### config.mk
export PLATFORM = sky130hd
export DESIGN_NAME = smbus_seq
export DESIGN_NICKNAME = d
export VERILOG_FILES = /design/src/rtl/smbus_seq_pkg.sv /design/src/rtl/smbus_seq_buf.sv /design/src/rtl/smbus_seq_tmo.sv /design/src/rtl/smbus_seq_fsm.sv /design/src/rtl/smbus_seq.sv
export SDC_FILE = /design/constraint.sdc
export NUM_CORES = 1
export LEC_CHECK = 0
export BUFFER_PORTS_ARGS = -buffer_cell sky130_fd_sc_hd__buf_2
export CAP_MARGIN = 5
export CORE_MARGIN = 2
export CORE_UTILIZATION = 54
export CTS_CLUSTER_DIAMETER = 30
export DETAILED_ROUTE_END_ITERATION = 7
export HOLD_SLACK_MARGIN = 0.03
export PLACE_DENSITY = 0.76
export RECOVER_POWER = 25
export SLEW_MARGIN = 20
export SYNTH_ARGS = -nofsm -noshare
export SYNTH_HDL_FRONTEND = slang
export SYNTH_SLANG_ARGS = --single-unit
### constraint.sdc
create_clock -name clk -period 2.65 [get_ports clk]
set_input_delay 0.1325 -clock clk [delete_from_list [all_inputs] [get_ports clk]]
set_output_delay 0.1325 -clock clk [all_outputs]
set_load 0.005 [all_outputs]
### src/rtl/smbus_seq_pkg.sv
// Shared encodings for the SMBus transaction sequencer.
// Assumes: protocol and result codes are fixed by the software interface.
package smbus_seq_pkg;
    typedef enum logic [2:0] {
        ST_IDLE, ST_ADDR, ST_CMD, ST_RSTART, ST_QUICK, ST_READ, ST_WRITE
    } seq_state_t;

    localparam logic [2:0] PR_QUICK = 3'd0;
    localparam logic [2:0] PR_BYTE  = 3'd1;
    localparam logic [2:0] PR_BDATA = 3'd2;
    localparam logic [2:0] PR_WORD  = 3'd3;
    localparam logic [2:0] PR_BLOCK = 3'd4;

    localparam logic [1:0] RES_OK    = 2'd0;
    localparam logic [1:0] RES_NODEV = 2'd1;
    localparam logic [1:0] RES_IOERR = 2'd2;
    localparam logic [1:0] RES_INVAL = 2'd3;
endpackage

### src/rtl/smbus_seq_buf.sv
// Byte buffer shared by software and the sequencer.
// Two write ports (sequencer wins on a same-index clash), two combinational
// read ports. Assumes DEPTH is a power of two so indices wrap.
module smbus_seq_buf #(
    parameter int DEPTH = 8,
    localparam int IW = $clog2(DEPTH)
) (
    input  logic          clk,
    input  logic          rst_n,
    input  logic          f_we,
    input  logic [IW-1:0] f_idx,
    input  logic [7:0]    f_wdata,
    input  logic          s_we,
    input  logic [IW-1:0] s_idx,
    input  logic [7:0]    s_wdata,
    input  logic [IW-1:0] a_idx,
    output logic [7:0]    a_rdata,
    input  logic [IW-1:0] b_idx,
    output logic [7:0]    b_rdata
);
    logic [7:0] mem [DEPTH];

    // Storage update: sequencer write first, then software write.
    always_ff @(posedge clk) begin
        for (int i = 0; i < DEPTH; i++) begin
            if (!rst_n)
                mem[i] <= '0;
            else if (f_we && f_idx == IW'(i))
                mem[i] <= f_wdata;
            else if (s_we && s_idx == IW'(i))
                mem[i] <= s_wdata;
        end
    end

    assign a_rdata = mem[a_idx];
    assign b_rdata = mem[b_idx];
endmodule

### src/rtl/smbus_seq_tmo.sv
// Event watchdog: counts cycles while run is high, restarts on kick,
// flags expire in the cycle the count reaches TMO_CYCLES-1.
// Assumes TMO_CYCLES >= 2.
module smbus_seq_tmo #(
    parameter int TMO_CYCLES = 50000,
    localparam int CW = $clog2(TMO_CYCLES + 1)
) (
    input  logic clk,
    input  logic rst_n,
    input  logic run,
    input  logic kick,
    output logic expire
);
    logic [CW-1:0] cnt;

    // Count idle cycles of a running transfer.
    always_ff @(posedge clk) begin
        if (!rst_n || !run || kick)
            cnt <= '0;
        else if (cnt != CW'(TMO_CYCLES - 1))
            cnt <= cnt + 1'b1;
    end

    assign expire = run && !kick && (cnt == CW'(TMO_CYCLES - 1));
endmodule

### src/rtl/smbus_seq_fsm.sv
// Transaction state machine. Reacts to engine events, emits START/STOP,
// bytes and ACK control, writes received bytes into the buffer.
// Assumes at most one event per cycle and events only after a request.
module smbus_seq_fsm
    import smbus_seq_pkg::*;
#(
    parameter int IW = 3
) (
    input  logic          clk,
    input  logic          rst_n,
    input  logic          start,
    input  logic [2:0]    proto,
    input  logic          rd,
    input  logic [6:0]    addr,
    input  logic [7:0]    cmd,
    input  logic          ev_valid,
    input  logic          ev_bus_err,
    input  logic          ev_nack,
    input  logic          ev_master,
    input  logic [7:0]    ev_rx_data,
    input  logic          tmo_expire,
    input  logic [7:0]    buf_rdata,
    output logic [IW-1:0] ptr,
    output logic          buf_we,
    output logic [7:0]    buf_wdata,
    output logic          start_req,
    output logic          stop_req,
    output logic          tx_valid,
    output logic [7:0]    tx_byte,
    output logic          nack_next,
    output logic          clr_status,
    output logic          busy,
    output logic          done,
    output logic [1:0]    result,
    output logic          need_reset,
    output logic          idle_warn
);
    seq_state_t state;
    logic [7:0] len;
    logic       rd_r, byte_wr;
    logic [6:0] addr_r;
    logic [7:0] cmd_r;
    logic [7:0] start_len;
    logic       bad_req, ev_fault, ev_ok;

    // Length and validity of a request, from the protocol code.
    always_comb begin
        case (proto)
            PR_QUICK:          start_len = 8'd0;
            PR_BYTE, PR_BDATA: start_len = 8'd1;
            PR_WORD:           start_len = 8'd2;
            default:           start_len = buf_rdata;
        endcase
        bad_req = (proto > PR_BLOCK) || (rd && start_len == 8'd0);
    end

    assign ev_fault  = ev_valid && (ev_bus_err || !ev_master);
    assign ev_ok     = ev_valid && !ev_bus_err && ev_master && !ev_nack;
    assign busy      = (state != ST_IDLE);
    assign buf_we    = (state == ST_READ) && ev_ok;
    assign buf_wdata = ev_rx_data;

    // Sequencer registers and one-cycle request pulses.
    always_ff @(posedge clk) begin
        if (!rst_n) begin
            state      <= ST_IDLE;
            len        <= '0;
            ptr        <= '0;
            rd_r       <= 1'b0;
            byte_wr    <= 1'b0;
            addr_r     <= '0;
            cmd_r      <= '0;
            start_req  <= 1'b0;
            stop_req   <= 1'b0;
            tx_valid   <= 1'b0;
            tx_byte    <= '0;
            nack_next  <= 1'b0;
            clr_status <= 1'b0;
            done       <= 1'b0;
            result     <= RES_OK;
            need_reset <= 1'b0;
            idle_warn  <= 1'b0;
        end else begin
            start_req  <= 1'b0;
            stop_req   <= 1'b0;
            tx_valid   <= 1'b0;
            clr_status <= 1'b0;
            done       <= 1'b0;
            if (state == ST_IDLE) begin
                if (ev_valid && !ev_bus_err && !ev_nack)
                    idle_warn <= 1'b1;
                if (start && bad_req) begin
                    done   <= 1'b1;
                    result <= RES_INVAL;
                end else if (start) begin
                    start_req  <= 1'b1;
                    need_reset <= 1'b0;
                    len        <= start_len;
                    ptr        <= (proto == PR_BLOCK) ? IW'(1) : '0;
                    rd_r       <= rd;
                    addr_r     <= addr;
                    cmd_r      <= cmd;
                    byte_wr    <= (proto == PR_BYTE) && !rd;
                    state      <= (proto == PR_QUICK || proto == PR_BYTE) ? ST_QUICK : ST_ADDR;
                end
            end else if (ev_fault || (!ev_valid && tmo_expire)) begin
                state      <= ST_IDLE;
                ptr        <= '0;
                nack_next  <= 1'b0;
                done       <= 1'b1;
                result     <= RES_IOERR;
                need_reset <= 1'b1;
            end else if (ev_valid && ev_nack) begin
                state      <= ST_IDLE;
                ptr        <= '0;
                nack_next  <= 1'b0;
                done       <= 1'b1;
                result     <= RES_NODEV;
                stop_req   <= 1'b1;
                clr_status <= 1'b1;
            end else if (ev_ok) begin
                case (state)
                    ST_ADDR: begin
                        tx_valid <= 1'b1;
                        tx_byte  <= {addr_r, 1'b0};
                        state    <= ST_CMD;
                    end
                    ST_CMD: begin
                        tx_valid <= 1'b1;
                        tx_byte  <= cmd_r;
                        state    <= rd_r ? ST_RSTART : ST_WRITE;
                    end
                    ST_RSTART, ST_QUICK: begin
                        start_req <= (state == ST_RSTART);
                        tx_valid  <= 1'b1;
                        tx_byte   <= {addr_r, rd_r};
                        nack_next <= rd_r && (len == 8'd1);
                        state     <= rd_r ? ST_READ : ST_WRITE;
                    end
                    ST_READ: begin
                        ptr       <= ptr + 1'b1;
                        len       <= len - 1'b1;
                        nack_next <= (len == 8'd2);
                        if (len == 8'd1) begin
                            state     <= ST_IDLE;
                            ptr       <= '0;
                            nack_next <= 1'b0;
                            done      <= 1'b1;
                            result    <= RES_OK;
                            stop_req  <= 1'b1;
                        end
                    end
                    ST_WRITE: begin
                        if (len == 8'd0) begin
                            state    <= ST_IDLE;
                            ptr      <= '0;
                            done     <= 1'b1;
                            result   <= RES_OK;
                            stop_req <= 1'b1;
                        end else begin
                            tx_valid <= 1'b1;
                            tx_byte  <= byte_wr ? cmd_r : buf_rdata;
                            ptr      <= ptr + 1'b1;
                            len      <= len - 1'b1;
                        end
                    end
                    default: state <= ST_IDLE;
                endcase
            end
        end
    end
endmodule

### src/rtl/smbus_seq.sv
// SMBus transaction sequencer top: wires the buffer, watchdog and FSM.
// Assumes a byte-level engine that raises one status event per phase.
module smbus_seq #(
    parameter int DEPTH      = 8,
    parameter int TMO_CYCLES = 50000,
    localparam int IW = $clog2(DEPTH)
) (
    input  logic          clk,
    input  logic          rst_n,
    input  logic          start,
    input  logic [2:0]    proto,
    input  logic          rd,
    input  logic [6:0]    addr,
    input  logic [7:0]    cmd,
    input  logic          buf_wr_en,
    input  logic [IW-1:0] buf_wr_idx,
    input  logic [7:0]    buf_wr_data,
    input  logic [IW-1:0] buf_rd_idx,
    output logic [7:0]    buf_rd_data,
    input  logic          ev_valid,
    input  logic          ev_bus_err,
    input  logic          ev_nack,
    input  logic          ev_master,
    input  logic [7:0]    ev_rx_data,
    output logic          eng_start_req,
    output logic          eng_stop_req,
    output logic          eng_tx_valid,
    output logic [7:0]    eng_tx_byte,
    output logic          eng_nack_next,
    output logic          eng_clr_status,
    output logic          busy,
    output logic          done,
    output logic [1:0]    result,
    output logic          need_reset,
    output logic          idle_warn
);
    logic [IW-1:0] ptr;
    logic [7:0]    f_rdata, f_wdata;
    logic          f_we, expire;

    smbus_seq_buf #(.DEPTH(DEPTH)) u_buf (
        .clk(clk), .rst_n(rst_n),
        .f_we(f_we), .f_idx(ptr), .f_wdata(f_wdata),
        .s_we(buf_wr_en), .s_idx(buf_wr_idx), .s_wdata(buf_wr_data),
        .a_idx(ptr), .a_rdata(f_rdata),
        .b_idx(buf_rd_idx), .b_rdata(buf_rd_data)
    );

    smbus_seq_tmo #(.TMO_CYCLES(TMO_CYCLES)) u_tmo (
        .clk(clk), .rst_n(rst_n), .run(busy), .kick(ev_valid), .expire(expire)
    );

    smbus_seq_fsm #(.IW(IW)) u_fsm (
        .clk(clk), .rst_n(rst_n),
        .start(start), .proto(proto), .rd(rd), .addr(addr), .cmd(cmd),
        .ev_valid(ev_valid), .ev_bus_err(ev_bus_err), .ev_nack(ev_nack),
        .ev_master(ev_master), .ev_rx_data(ev_rx_data),
        .tmo_expire(expire), .buf_rdata(f_rdata),
        .ptr(ptr), .buf_we(f_we), .buf_wdata(f_wdata),
        .start_req(eng_start_req), .stop_req(eng_stop_req),
        .tx_valid(eng_tx_valid), .tx_byte(eng_tx_byte),
        .nack_next(eng_nack_next), .clr_status(eng_clr_status),
        .busy(busy), .done(done), .result(result),
        .need_reset(need_reset), .idle_warn(idle_warn)
    );
endmodule

==> results of run 1 <==
[area by class of cell]
type,instances,share of cell area
Clock inverter,12,0.0163
Sequential cell,132,0.366
Tap cell,176,0.0245
Clock buffer,20,0.0486
Multi-Input combinational cell,491,0.442
Inverter,11,0.00460
Timing Repair Buffer,134,0.0981
[through the flow]
| step | instances | TNS, ps | hold slack, ps | area (um^2) | total power [mW] |
|---|---|---|---|---|---|
| global placement | 924 | 0 | 393 | 8120 | 3.39 |
| finish | 976 | -65.3 | 48.8 | 8980 | 5.79 |
| detailed placement | 924 | -88.0 | 409 | 8120 | 3.44 |
| floorplan | 696 | 0 | 264 | 7460 | 3.08 |
| CTS | 972 | 0 | 47.0 | 8880 | 5.77 |
| global route | 976 | -1650 | 69.1 | 8980 | 5.99 |
[tightest hold or removal path, cell delays in order]
cell     delay, ps
buf_2           90
nor4b_1         40
o21a_1         160
[cell families (layout without fill, tap and decap cells)]
kind of cell	count (synthesis)	after routing	synth area share
AOI/OAI and AO/OA	185	185	0.188
DFF	132	132	0.440
buffers and inverters	73	177	0.0408
xor gates and xnor gates	13	13	0.0153
muxes	77	77	0.153
and+or+nand+nor	205	205	0.143
adders and majority gates	11	11	0.0185
[layout by cell type, fill, tap and decap left out, types with 6 or more instances in the layout]
| cell | n |
|---|---|
| dfxtp_1 | 67 |
| a22o_1 | 65 |
| edfxtp_1 | 64 |
| buf_2 | 63 |
| nand2_1 | 45 |
| nor2_1 | 43 |
| a21oi_1 | 32 |
| buf_4 | 32 |
| mux4_2 | 29 |
| mux2i_1 | 29 |
| nor2b_1 | 28 |
| o21ai_0 | 21 |
| clkbuf_1 | 20 |
| clkbuf_16 | 18 |
| nand3_1 | 17 |
| dlygate4sd3_1 | 16 |
| and3_1 | 14 |
| inv_1 | 11 |
| a211oi_1 | 11 |
| ha_1 | 11 |
| nand2b_1 | 10 |
| xor2_1 | 9 |
| o211ai_1 | 8 |
| mux2i_2 | 8 |
| o211a_1 | 8 |
| or3_1 | 7 |
| mux2_2 | 6 |
[per-layer routing]
metal	vias to the layer above	part of all wire	track usage
met2	309	0.50	0.447
met3	37	0.076	0.0578
li1	2842	-	-
met1	3023	0.41	0.335
met4	0	0.019	0.0948
met5	-	0	0
[sequential cells by signal, summed over array words and instances, names as in the netlist, 2 cells and up, named ones only]
register       count
u_fsm.tx_byte      8
u_fsm.ptr          3
u_buf.mem         64
u_fsm.result       2
u_fsm.state        3
u_fsm.len          8
u_fsm.addr_r       7
u_fsm.cmd_r        8
u_tmo.cnt         16
[worst paths after layout]
check,from,to,slack (ps),cells after the start
hold / removal,ev_bus_err,u_fsm.idle_warn$_SDFFE_PN0P_,50,3
setup reg to reg,register,u_fsm.len[7]$_SDFFE_PN0P_,-30,10
setup / recovery,register,u_fsm.len[7]$_SDFFE_PN0P_,-30,10
hold reg to reg,u_tmo.cnt[15]$_SDFFE_PP0P_,u_tmo.cnt[15]$_SDFFE_PP0P_,500,2
[timing repair]
action | in CTS | in global routing
gates cloned | 0 | 1
hold endpoints to repair | 16 | 0
setup endpoints to repair | 5 | 29
resized for setup | 5 | 16
buffers inserted | 0 | 3
pin swaps | 1 | 3
hold buffers | 16 | 0
[report_power, final]
group	total (mW)	internal [mW]	leakage (nW)	switching, mW
clock network	2.32	1.40	0.281	0.918
logic	1.08	0.473	1.90	0.605
registers	2.40	2.28	1.18	0.116
==> qor.yml, run 1 <==
tightest_slew_ps: 894
syn_nets: 756
fin_ws_ps: -33.3
max_stage_delay_ps: 460
fin_nets: 847
grt_use_total: 0.265
cp_top_family: "multiplexers"
cpMaxStageDelayCell: "mux4_2"
antenna_found_initial: 0
vias_per_cell: 6.36
synth-main-ff-cell: "dfxtp_1"
place.gp.congestion: 0.958
cts_tree: "yes"
h-tree-depth: 4
post-route-util: 0.673
leakagePower_nw: 3.36
drc: 0
netlist_area_um2: 7450
synth-seq-area-share: 0.440
dpl.hpwl_mm: 13.9
syn2layout_area_growth_pct: 20.5
clkLatencyLatePin_ps: 430
drive_above_1_share: 0.243
peakVddDrop_mv: 0.497
synth-edff-count: 64
yosysMostFrequentCell: "dfxtp_1"
synth_area_leaders: "edfxtp_1 26%, dfxtp_1 18%, mux4_2 8.8%, a22o_1 7.6%, mux2i_1 5.4%"
synth_top_area_cell: "edfxtp_1"
violations: "negative setup slack"
synth.ff_latch_count: 132
syn_area_per_cell_um2: 10.7
die_area_um2: 14800
worstPathCellList: "clkbuf_16, mux2i_1, nand2_1, mux4_2, or3_4, o2111a_2, o21ai_4, buf_12, mux2i_2, nor2b_1"
gr-total-overflow: 0
path_max_fanout: 12
fillCellCount: 972
ys.warnings.count: 0
antenna-diode-count: 0
endpoint_kind: "register"
clock_path_buffers: 2
p_per_area_nw_per_um2: 645
async_flop_share: 0
cts.clk_slew.worst_paths_ps: 60
synth_top_area_share: 0.258
clkSinkCount: 132
numCtsBuffers: 17
row_count: 42
slew_violations: 0
grt_start_max_net_pins: 38
cp-start-kind: "register"
fmax_ghz: 0.373
synthCells: 696
min_period_over_period: 1.01
grt_pass1_wl_mm: 30.1
rsz0062_at_grt: "yes"
seq_area_um2: 3290
chipWidth_um: 121
fp.coreArea_um2: 13300
vias: 6211
setup_violations: 3
die_y_um: 121
hp-class: "primary input to register"
synth_common_cells: "68 x dfxtp_1, 65 x a22o_1, 64 x edfxtp_1"
outcome: "finished, violations left"
grt_pass1_vias: 5871
drv_cap: 0
multi_input_area_um2: 3970
crit_type: "register to register"
clock-root-buffer: "clkbuf_16"
period_minus_slack_ps: 2680
wl_per_cell_um: 20.0
hold_viol_final: 0
drt.antenna.violating_nets: 0
crit_buf_inv: 2
initial_utilization: 0.558
relSlewSlack: 0.401
ios: 76
drt_iter0_markers: 583
port_buffers: 75
required_ps: 2970
critPathArrivalTime_ps: 3000
finalWirelength_mm: 19.5
drt_first_pass_iters: 5
dp_worst_setup_slack_ps: -43.3
skew_ps: 9.75
yosysUniqueCellTypes: 61
No activity file was read; power rests on OpenSTA's default activity.
==> run 2, diff against run 1 <==
BUFFER_PORTS_ARGS = -buffer_cell sky130_fd_sc_hd__buf_4   (was -buffer_cell sky130_fd_sc_hd__buf_2)
==> qor.yml, run 2 (same netlist as run 1, synthesis figures left out) <==
hold_viol_final: 0  # unchanged
initial_utilization: 0.558  # unchanged
tightest_slew_ps: 950  # +56.2 ps
setup_violations: 1  # -2
grt_use_total: 0.274  # +0.00979
die_y_um: 121  # unchanged
relSlewSlack: 0.364  # -0.0376
fillCellCount: 971  # -0.10%
chipWidth_um: 121  # unchanged
clock-root-buffer: "clkbuf_16"
fin_ws_ps: -13.2  # +20.0 ps
clkLatencyLatePin_ps: 430  # about the same
required_ps: 2970  # about the same
peakVddDrop_mv: 0.529  # +6.4%
drt_iter0_markers: 509  # -13%
grt_start_max_net_pins: 56  # +47%
violations: "negative setup slack"
slew_violations: 0  # unchanged
cpMaxStageDelayCell: "mux4_2"
grt_pass1_wl_mm: 31.4  # +4.2%
min_from: "buf_wr_data[1]"
drt_first_pass_iters: 5  # unchanged
gr-total-overflow: 0  # unchanged
vias: 6262  # +0.82%
antenna_found_initial: 0  # unchanged
cts.clk_slew.worst_paths_ps: 60  # about the same
period_minus_slack_ps: 2660  # -20.0 ps
fmax_ghz: 0.375  # +0.75%
power_mw: 6.04  # +4.2%
endpoint_kind: "register"
rsz0062_at_grt: "yes"
critPathArrivalTime_ps: 2990  # about the same
skew_ps: 7.51  # -2.24 ps
drive_above_1_share: 0.251  # +0.00874
placed_cells: 925  # +0.11%
worstPathCellList: "buf_12, mux2i_2, nand2_1, mux4_2, or3_4, o2111a_2, o21ai_4, buf_12, mux2i_1, nor2b_1"
fin_nets: 851  # +0.47%
clock_path_buffers: 2  # unchanged
vias_per_cell: 6.39  # +0.41%
grt_pass1_vias: 5964  # +1.6%
hp-class: "primary input to register"
finalNonFillerCells: 980  # +0.41%
crit_type: "register to register"
design_area_um2: 9220  # +2.7%
cp_top_family: "multiplexers"
syn2layout_area_growth_pct: 23.7
h-tree-depth: 4  # unchanged
numCtsBuffers: 17  # unchanged
place.gp.congestion: 0.934  # -2.5%
multi_input_area_um2: 3930  # -0.91%
outcome: "finished, violations left"
path_max_fanout: 12  # unchanged
cp-start-kind: "register"
antenna-diode-count: 0  # unchanged
row_count: 42  # unchanged
fin_setup_tns_ps: -13.2  # +52.1 ps
place_area_um2: 8320  # +2.4%
port_buffers: 75  # unchanged
crit_buf_inv: 2  # unchanged
regMostFlops: "u_buf.mem"
die_area_um2: 14800  # unchanged
drv_cap: 0  # unchanged
max_stage_delay_ps: 460  # about the same
dpl.hpwl_mm: 14.2  # +2.6%
leakagePower_nw: 3.48  # +3.5%
final_common_cell: "buf_4"
clkSinkCount: 132  # unchanged
seq_area_um2: 3290  # unchanged
cpMostUsedCell: "buf_12"
min_period_over_period: 1.00  # -0.00756
wl_per_cell_um: 20.2  # +1.1%
p_per_area_nw_per_um2: 655  # +1.5%
cts_tree: "yes"
mostFrequentLayoutCells: "87 x buf_4, 67 x dfxtp_1, 65 x a22o_1"
ios: 76  # unchanged
finalWirelength_mm: 19.8  # +1.5%
drt.antenna.violating_nets: 0  # unchanged
fp.coreArea_um2: 13300  # unchanged
drc: 0  # unchanged
post-route-util: 0.691  # +0.0181
reg_top3: "u_buf.mem (64), u_tmo.cnt (16)"
largest_reg_flops: 64  # unchanged
## run 2: layout make-up
cell class              count  share of cell area
clock buffers              17              0.0461
clock inverters            15              0.0224
inverters                  11             0.00448
multi-input cells         491               0.426
flip-flops and latches    132               0.356
well taps                 176              0.0239
repair buffers            138               0.120
## run 2: worst paths after layout
check,slack (ps),depth (start not counted),end
worst min-delay path,60,2,u_buf.mem[3][1]$_DFFE_PP_
worst min register to register,480,1,u_fsm.idle_warn$_SDFFE_PN0P_
worst max register to register,-10,10,u_fsm.len[5]$_SDFFE_PN0P_
worst max-delay path,-10,10,u_fsm.len[5]$_SDFFE_PN0P_
## run 2: what timing repair did
| action | 4_1_cts | 5_1_grt |
|---|---|---|
| cloned | 0 | 1 |
| endpoints found under the setup margin | 4 | 29 |
| gates resized for setup | 7 | 8 |
| endpoints found under the hold margin | 18 | 0 |
| pin swaps | 2 | 1 |
| hold buffers | 18 | 0 |
| setup buffers | 1 | 3 |
## run 2: worst register-to-register path: stages (launching register included)
cell	delay (ps)
dfxtp_4	370
buf_12	140
mux2i_2	250
nand2_1	70
mux4_2	460
or3_4	370
o2111a_2	320
o21ai_4	180
buf_12	150
mux2i_1	190
nor2b_1	60
## run 2: power breakdown
part           total (mW)  internal (mW)  switching (mW)
clock                2.54           1.52            1.02
combinational        1.10          0.510           0.593
sequential           2.39           2.28           0.116
total                6.04           4.31            1.73
## run 2: layer usage
layer  part of all wire  track usage
met4              0.020       0.0927
met1               0.42        0.361
met3              0.063       0.0489
met2               0.50        0.459
met5                  0            0
## run 2: through the flow
step	setup slack (ps)	hold WS, ps
floorplan	20.3	264
global placement	31.5	392
detailed placement	-48.4	400
CTS	22.8	42.0
global route	-96.6	54.5
finish	-13.2	58.8
==> run 3, diff against run 2 <==
CORE_MARGIN = not set   (was 2)
RECOVER_POWER = 100   (was 25)
==> qor.yml, run 3 (same netlist as run 1, synthesis figures left out) <==
ios: 76  # unchanged
regMostFlops: "u_buf.mem"
leakagePower_nw: 3.46  # -0.44%
clkSinkCount: 132  # unchanged
chipWidth_um: 119  # -1.6%
peakVddDrop_mv: 0.510  # -3.5%
placed_cells: 922  # -0.32%
slew_violations: 0  # unchanged
drive_above_1_share: 0.253  # +0.00219
largest_reg_flops: 64  # unchanged
finalWirelength_mm: 20.2  # +1.9%
max_stage_delay_ps: 470  # about the same
numCtsBuffers: 17  # unchanged
min_period_over_period: 1.05  # +0.0411
dpl.hpwl_mm: 13.9  # -2.1%
grt_use_total: 0.279  # +0.00502
drv_cap: 0  # unchanged
antenna_found_initial: 0  # unchanged
initial_utilization: 0.558  # unchanged
worstPathCellList: "buf_12, mux2i_2, nand2_1, mux4_2, or3_4, o2111a_2, o21ai_4, buf_12, mux2i_2, nor2b_1"
cts.clk_slew.worst_paths_ps: 60  # about the same
grt_pass1_wl_mm: 30.8  # -1.7%
violations: "negative setup slack"
die_area_um2: 14300  # -3.3%
hold_viol_final: 0  # unchanged
fp.coreArea_um2: 13300  # unchanged
path_max_fanout: 12  # unchanged
relSlewSlack: 0.391  # +0.0275
gr-total-overflow: 0  # unchanged
drc: 0  # unchanged
setup_violations: 26  # +25
h-tree-depth: 4  # unchanged
clock_path_buffers: 2  # unchanged
antenna-diode-count: 0  # unchanged
period_minus_slack_ps: 2770  # +109 ps
drt.antenna.violating_nets: 0  # unchanged
required_ps: 2980  # about the same
grt_pass1_vias: 6000  # +0.60%
design_area_um2: 9240  # +0.19%
skew_ps: 9.01  # +1.50 ps
finalNonFillerCells: 977  # -0.31%
syn2layout_area_growth_pct: 24.0
final_common_cell: "buf_4"
die_y_um: 119  # -1.6%
tightest_slew_ps: 909  # -41.0 ps
port_buffers: 75  # unchanged
cts_tree: "yes"
place.gp.congestion: 0.896  # -4.1%
rsz0062_at_grt: "yes"
fmax_ghz: 0.361  # -3.9%
endpoint_kind: "register"
clock-root-buffer: "clkbuf_16"
fin_nets: 848  # -0.35%
p_per_area_nw_per_um2: 653  # -0.26%
place_area_um2: 8290  # -0.27%
mostFrequentLayoutCells: "78 x buf_4, 67 x dfxtp_1, 65 x a22o_1"
fin_ws_ps: -122  # -109 ps
drt_first_pass_iters: 7  # +2
vias: 6307  # +0.72%
outcome: "finished, violations left"
grt_start_max_net_pins: 56  # unchanged
fin_setup_tns_ps: -958  # -945 ps
drt_iter0_markers: 655  # +29%
vias_per_cell: 6.46  # +1.0%
wl_per_cell_um: 20.6  # +2.2%
hp-class: "primary input to register"
hold_slack_ps: 48.4  # -10.4 ps
critPathArrivalTime_ps: 3100  # +110 ps
reg_top3: "u_buf.mem (64), u_tmo.cnt (16)"
clkLatencyLatePin_ps: 430  # about the same
cp-start-kind: "register"
dp_worst_setup_slack_ps: -103  # -54.1 ps
row_count: 42  # unchanged
cpMaxStageDelayCell: "mux4_2"
crit_type: "register to register"
## run 3: cell count changes in the layout (fill, tap and decap cells not counted), moves of 2 or more
cell / previous run / this run
mux2i_4: 3 / 6
clkbuf_2: 0 / 2
mux2i_1: 32 / 28
buf_4: 87 / 78
clkbuf_4: 22 / 25
## run 3: worst paths after layout
kind	cells after the start	to	slack (ps)	from
worst max-delay path	10	u_fsm.len[5]$_SDFFE_PN0P_	-120	register
worst min-delay path	2	u_buf.mem[6][4]$_DFFE_PP_	50	buf_wr_data[4]
worst max register to register	10	u_fsm.len[5]$_SDFFE_PN0P_	-120	register
worst min register to register	1	u_fsm.idle_warn$_SDFFE_PN0P_	480	u_fsm.idle_warn$_SDFFE_PN0P_
## run 3: routing by layer
layer	GRT usage	vias up	wire length (um)
met2	0.466	336	10000
met1	0.343	3072	8240
met3	0.0690	45	1500
met5	0	-	0
li1	-	2854	-
met4	0.120	0	418
## run 3: final cells by class
| type | count | area, um^2 |
|---|---|---|
| fill | 969 | 4110 |
| multi-input combinational | 491 | 3970 |
| sequential | 132 | 3290 |
| timing repair buffer | 135 | 1090 |
| clock buffer | 17 | 425 |
| tap | 176 | 220 |
| clock inverter | 15 | 208 |
| inverter | 11 | 41.3 |
## run 3: per-stage QoR
step	power (mW)	utilization
final	6.04	0.692
after CTS	6.02	0.686
after global placement	3.44	0.621
after floorplan	3.08	-
after detailed placement	3.48	0.621
after global routing	6.23	0.692
## run 3: critical path: cells and delay by family (launching register included)
family          cells  cell delay [ps]
mux                 3              980
compound gates      2              490
flops               1              380
buf+inv             2              300
simple gates        3              500
## run 3: power by group
group / internal, mW / switching (mW) / leakage, nW
clock: 1.53 / 1.00 / 0.313
combinational: 0.509 / 0.597 / 1.97
sequential: 2.28 / 0.122 / 1.18
total: 4.31 / 1.72 / 3.46
## run 3: repair_timing
item / in CTS / in global routing
hold endpoints to repair: 18 / 0
cloned: 0 / 1
resized for setup: 6 / 19
hold buffers: 18 / 0
pin swaps: 2 / 1
endpoints found under the setup margin: 25 / 26
buffers inserted: 3 / 1
